**config.mk**
```make
export PLATFORM = sky130hd
export DESIGN_NAME = led_shift_chain
export DESIGN_NICKNAME = d
export VERILOG_FILES = /design/src/rtl/led_shift_chain.sv
export SDC_FILE = /design/constraint.sdc
export NUM_CORES = 1
export LEC_CHECK = 0
export BUFFER_PORTS_ARGS = -buffer_cell sky130_fd_sc_hd__buf_4
export CAP_MARGIN = 10
export CORE_MARGIN = 2
export CORE_UTILIZATION = 44
export CTS_CLUSTER_SIZE = 40
export DETAILED_ROUTE_END_ITERATION = 10
export PLACE_DENSITY = 0.74
export SLEW_MARGIN = 15
export SYNTH_ARGS = -nofsm -noshare
export SYNTH_HDL_FRONTEND = slang
export SYNTH_SLANG_ARGS = --single-unit
export TNS_END_PERCENT = 100
```
**constraint.sdc**
```tcl
create_clock -name clk -period 0.8 [get_ports clk]
set_input_delay 0.12 -clock clk [delete_from_list [all_inputs] [get_ports clk]]
set_output_delay 0.12 -clock clk [all_outputs]
set_load 0.01 [all_outputs]
```
**src/rtl/led_shift_chain.sv**
```systemverilog
`timescale 1ns/1ps
module led_shift_chain #(
  parameter int COLS = 32
) (
  input  logic            clk,
  input  logic            rst,
  input  logic            din,
  output logic [COLS-1:0] stages,
  output logic            dout
);
  logic [COLS-1:0] q;

  // New bit enters at the top index; the oldest bit sits at index 0.
  always_ff @(posedge clk) begin
    if (rst) q <= '0;
    else     q <= {din, q[COLS-1:1]};
  end

  assign stages = q;
  assign dout   = q[0];
endmodule

```
Yosys cells after proc, flatten, opt, wreduce, memory -nomap -nowiden. Index checks and enable logic that the tools add are counted.

Bits in registers: 32. Input port bits: 3. Output and inout bits: 33. Logic and storage cells: 1.

Depth between registers and ports, before layout. Gate-level depths: netlist of run 1.

Depth in word-level cells: 0. Mapped depth: 2. Gate-level depth less buffers: 1.

Least setup slack after synthesis of run 1. OpenSTA, ideal clock, no wires.

Path type: register -> output. From: register q[0] (netlist: stages[0]). To: output port stages[0]. Arrival time: 0.485 ns. Data required time: 0.680 ns. Setup slack: 0.195 ns. Stages on the path, launching flop included: 2. Buffers on the path: 1. Path through: dfxtp_1 -> buf_4.

RTL lines: start, declared (line 11) `logic [COLS-1:0] q;`; start signal, assigned (line 16) `else q <= {din, q[COLS-1:1]};`; end, declared (line 8) `output logic [COLS-1:0] stages,`.

No word-level cell between the ends.

Worst setup path after layout of run 1.
From: register q[0] (netlist: stages[0]). To: output port stages[0].

No word-level cell between the ends.

==> results by group, run 1 <==
Clock tree
  – H-tree levels: 2
  – TritonCTS clock tree: yes
  – Worst-Skew Late Latency: 0.32 ns
  – Root buffer cell: clkbuf_4
  – CTS Buf Count: 5
  – Sink Count: 32
  – Clock slew at reported path FFs: 0.09 ns
  – Maximum clock path buffer count: 2

Pwr
  – Flop pwr share: 0.539
  – Sw Share: 0.1766
  – P per Cell Area: 2111 mW/mm^2
  – Pwr Total: 2980 uW
  – Clock network power share: 0.443
  – Leak: 0.0006218 uW
  – VDD IR max: 2183 uV
  – P_sw: 526.1 uW
  – Int Pwr: 2454 uW
  – Logic pwr share: 0.018

Routing
  – Routed via count: 582
  – Total Wirelength: 1471 um
  – Routed wire per std cell: 10.82 um
  – Drt pass-1 iters: 2
  – Post-route DRC: 0
  – Vias per cell: 4.279
  – Starting DRT DRC Count: 3
  – Post-DRT Antenna Nets: 0

Synth
  – Largest cells by area after synthesis: dfxtp_1 (74%), nor2b_1 (23%), buf_4 (3.4%)
  – Synth Flop Type: dfxtp_1
  – Yosys warnings: 0
  – Seq/Total Area, Yosys: 0.7356
  – EDFF count, synth: 0
  – Number of distinct library cells after synthesis: 3
  – Mapped Cells: 68
  – Synth top area share: 0.7356
  – Asr flop ratio synth: 0
  – Post-synth top cells: dfxtp_1 (32), nor2b_1 (32), buf_4 (4)
  – Yosys reg bits: 32
  – Post-Syn Nets: 71
  – Synth area leader: dfxtp_1
  – Syn Area/Cell: 12.81 um^2
  – Synthesized area: 870.8 um^2

Placement
  – HPWL after DPL: 882.6 um
  – Final GP Congestion: 0.6800
  – Port Buffers: 35

STA
  – Final period util: 1.110
  – Fin Clk Skew: 0.008674 ns
  – Least-Margin Pin Slew: 0.2841 ns
  – Max Slew Vio Count: 0
  – Final count of hold timing violations: 0
  – Relative slew margins: 0.8106
  – Setup TNS: -2.599 ns
  – Worst setup margin: -0.08823 ns
  – RSZ-0062 raised after global routing: yes
  – Period minus WS final: 0.8882 ns
  – Setup-failing EPs final: 33
  – Highest clock rate: 1.126 GHz

Setup path
  – Critical Path Stages: 1
  – Crit-path max FO: 2
  – R2R Path End: stages[15]
  – Critical-path top delay cell: dfxtp_2
  – CP Data Arrival Time: 0.77 ns
  – Critical Path Sink Type: output port
  – Reg2reg path depth: 2
  – CP Launch Type: flip-flop
  – Worst path required time: 0.68 ns
  – Worst Path Buf+Inv: 1
  – R2R Path Start: stages[16]
  – Register-to-register setup slack: 0.10 ns
  – Crit path max-delay family: flip-flops
  – Critical path, cell by cell: buf_6
  – Slowest stage delay, CP: 0.34 ns
  – Setup Crit Path Kind: reg2out

Layout
  – Number of flip-flops in the largest register: 32
  – Layout cells sized above 1: 0.7064
  – Final #Nets: 111
  – P&R area growth vs syn: 62.07%
  – ANT cells: 0

Global route
  – Initial antenna violation count: 0
  – First-pass GRT wire length: 2477 um
  – GRT Util Overall: 0.1453
  – GRT overflow: 0
  – Maximum number of pins on one net before global-route repair: 33
  – Number of global-route vias before repair: 550

Worst hold path
  – Hold_sp: din
  – Worst min-delay path category: in2reg
  – Worst Hold End: stages[31]
  – Hold path depth: 2

Die
  – Top-level port count: 36
  – Die area: 0.002351 mm^2
  – Die H: 48.49 um
  – Initial Utilization: 0.4531
  – Core ar.: 0.001922 mm^2
  – Num rows: 16
  – Die width: 48.49 um

Run
  – Max_cap viols: 0

Run status
  – Failing checks: setup timing
  – Status: complete, but fails checks
cell type report:
type                       count  area, um^2
tap                           27       33.78
clock inverter                 1       30.03
fill                         140       510.5
timing repair buffer          37       401.6
multi-input combinational     32       200.2
sequential                    32       680.7
clock buffer                   7       65.06
cells in the final DEF, fill, tap and decap left out, drive strengths merged:
cell type	count
dfxtp	32
bufinv	1
clkbuf	7
buf	37
nor2b	32
stage by stage:
stage	utilization	hold slack, ns	cells	cell area [um^2]	worst slack, ns
after floorplan	-	0.1916	68	870.8	0.1948
after global placement	0.5918	0.3383	126	1137	0.1915
after detailed placement	0.5918	0.3452	126	1137	0.1772
after CTS	0.7266	0.0007654	134	1396	-0.1124
after global routing	0.7344	0.03289	136	1411	-0.1511
final	0.7344	0.02007	136	1411	-0.08823
cells by family (layout without fill, tap and decap cells):
| family | count (synthesis) | after routing | share of synthesized area |
|---|---|---|---|
| buf+inv | 4 | 45 | 0.03448 |
| flops | 32 | 32 | 0.7356 |
| simple gates | 32 | 32 | 0.2299 |
per-layer routing:
| layer | share of wire | wire, um | global-route usage |
|---|---|---|---|
| met1 | 0.41 | 598 | 0.1626 |
| met2 | 0.49 | 717 | 0.2199 |
| met3 | 0.099 | 146 | 0.09568 |
| met4 | 0.0061 | 9 | 0.05714 |
| met5 | 0 | 0 | 0 |
worst max path at each step:
stage / start / end / slack (ns)
after floorplan: stages[0] / stages[0] / 0.19
after global placement: rst / stages[22] / 0.19
after detailed placement: rst / stages[14] / 0.18
after CTS: stages[0] / stages[0] / -0.11
after global routing: stages[0] / stages[0] / -0.15
final: stages[0] / stages[0] / -0.09
timing repair:
item,in CTS,in global routing
hold buffers,0,0
setup endpoints to repair,33,33
resized for setup,65,0
buffers inserted,0,2
power groups by stage:
stage | Sequential [uW] | Clock [uW] | Combinational, uW
2_1_floorplan | 1640 | 0 | 30.2
6_report | 1600 | 1320 | 54.2
3_3_place_gp | 1640 | 0 | 50.0
4_1_cts | 1600 | 1360 | 55.8
5_1_grt | 1610 | 1440 | 60.6
3_5_place_dp | 1640 | 0 | 51.1
(Power assumes the default switching activity.)
==> run 2, diff against run 1 <==
CORE_UTILIZATION = 35   (was 44)
PLACE_DENSITY = unset   (was 0.74)
==> run 2 against run 1 <==
Against the previous run: the run still ends with setup timing left; die area up 23%; cell area is 0.89% lower; fmax shrank 0.27%; critical path depth stayed put; combinational power up 9.8%; utilization shrank 15 points; highest routed layer is now met3; via count fell by 0.86%; critical path type unchanged; first-iteration DRC count shrank 33%; non-clock buffer count rose by 2.
==> results by group, run 2 (synthesis gave the netlist of run 1 again) <==
Pwr
  – Flop pwr share: 0.621
  – Leak: 0.0006179 uW
  – Pwr Total: 2584 uW
  – P per Cell Area: 1847 mW/mm^2
  – Clock network power share: 0.356
  – VDD IR max: 1649 uV
  – Int Pwr: 2045 uW
  – P_sw: 539.3 uW
  – Logic pwr share: 0.023
  – Sw Share: 0.2087

Clock tree
  – Maximum clock path buffer count: 2
  – Sink Count: 32
  – CTS Buf Count: 5
  – Clock slew at reported path FFs: 0.09 ns
  – TritonCTS clock tree: yes
  – Root buffer cell: clkbuf_4
  – Worst-Skew Late Latency: 0.32 ns
  – H-tree levels: 2

Routing
  – Vias per cell: 4.092
  – Starting DRT DRC Count: 2
  – Post-route DRC: 0
  – Drt pass-1 iters: 2
  – Routed wire per std cell: 10.60 um
  – Total Wirelength: 1495 um
  – Routed via count: 577
  – Post-DRT Antenna Nets: 0

Global route
  – Initial antenna violation count: 0
  – Met2 Track Usage GR: 0.1870
  – GRT busiest layer: met2
  – GRT overflow: 0
  – Maximum number of pins on one net before global-route repair: 33
  – GRT Util Overall: 0.1224
  – First-pass GRT wire length: 2366 um
  – Routing usage on met3: 0.09722
  – Number of global-route vias before repair: 573
  – Met1 GRT Util: 0.1274

STA
  – Least-Margin Pin Slew: 0.2999 ns
  – Setup-failing EPs final: 33
  – Max Slew Vio Count: 0
  – RSZ-0062 raised after global routing: yes
  – Final period util: 1.113
  – Final count of hold timing violations: 0
  – Setup TNS: -2.685 ns
  – Highest clock rate: 1.123 GHz
  – Relative slew margins: 0.8000
  – Worst setup margin: -0.09064 ns
  – Period minus WS final: 0.8906 ns
  – Fin Clk Skew: 0.006442 ns

Run status
  – Status: complete, but fails checks
  – Failing checks: setup timing

Setup path
  – Critical path, cell by cell: buf_6
  – Crit-path max FO: 2
  – Slowest stage delay, CP: 0.34 ns
  – Worst Path Buf+Inv: 1
  – Critical Path Sink Type: output port
  – CP Data Arrival Time: 0.77 ns
  – Setup Crit Path Kind: reg2out
  – Crit path max-delay family: flip-flops
  – Worst path required time: 0.68 ns
  – Critical-path top delay cell: dfxtp_2
  – CP Launch Type: flip-flop

Layout
  – ANT cells: 0
  – P&R area growth vs syn: 60.63%
  – Final #Nets: 113
  – Commonest non-fill, non-tap cell in the layout: buf_6
  – Final instance area: 0.001399 mm^2
  – Most frequent cells in the layout: buf_6 (33), nor2b_1 (32), dfxtp_2 (32)
  – Number of flip-flops in the largest register: 32
  – Layout cells sized above 1: 0.7027

Run
  – Max_cap viols: 0

Die
  – Core ar.: 0.002410 mm^2
  – Num rows: 18
  – Initial Utilization: 0.3614
  – Top-level port count: 36
  – Die area: 0.002903 mm^2
  – Die width: 53.88 um
  – Die H: 53.88 um

Placement
  – Placed inst area: 0.001141 mm^2
  – Port Buffers: 35
  – HPWL after DPL: 928.9 um
  – Final GP Congestion: 0.5969

Worst hold path
  – Worst min-delay path category: in2reg
## run 2: what timing repair did
action                                  4_1_cts  5_1_grt
endpoints found under the setup margin       33       33
buffers inserted                              0        3
hold buffers                                  1        0
resized for setup                            62        3
endpoints found under the hold margin         1        0
## run 2: cell type report
class,instances,area (um^2)
Fill cell,209,1011
Timing Repair Buffer,39,419.2
Clock inverter,2,10.01
Sequential cell,32,680.7
Clock buffer,6,51.30
Multi-Input combinational cell,32,200.2
Tap cell,30,37.54
## run 2: path summary, 6_finish.rpt
kind | startpoint | end | slack (ns) | depth (start not counted)
hold / removal | rst | stages[5] | 0.17 | 2
setup / recovery | stages[0] | stages[0] | -0.09 | 1
hold reg to reg | stages[21] | stages[20] | 0.47 | 1
setup reg to reg | stages[19] | stages[18] | 0.11 | 2
## run 2: through the flow
stage               setup WS, ns  cells  hold slack (ns)  utilization
detailed placement        0.1606    129           0.3474       0.4735
CTS                      -0.1148    138           0.1580       0.5675
floorplan                 0.1948     68           0.1916            -
finish                  -0.09064    141           0.1719       0.5805
global placement          0.1848    129           0.3382       0.4735
global route             -0.1391    141           0.1706       0.5805
## run 2: per-layer routing
| metal | wire (um) | vias up |
|---|---|---|
| met4 | 0 | 0 |
| met3 | 167 | 0 |
| li1 | - | 288 |
| met2 | 704 | 27 |
| met1 | 622 | 262 |
| met5 | 0 | - |
## run 2: power groups by stage
| stage | clock network, uW | registers [uW] | logic [uW] |
|---|---|---|---|
| floorplan | 0 | 1640 | 30.2 |
| global placement | 0 | 1640 | 50.6 |
| detailed placement | 0 | 1640 | 51.5 |
| CTS | 959 | 1600 | 60.0 |
| global route | 1030 | 1610 | 65.9 |
| finish | 920 | 1600 | 59.5 |
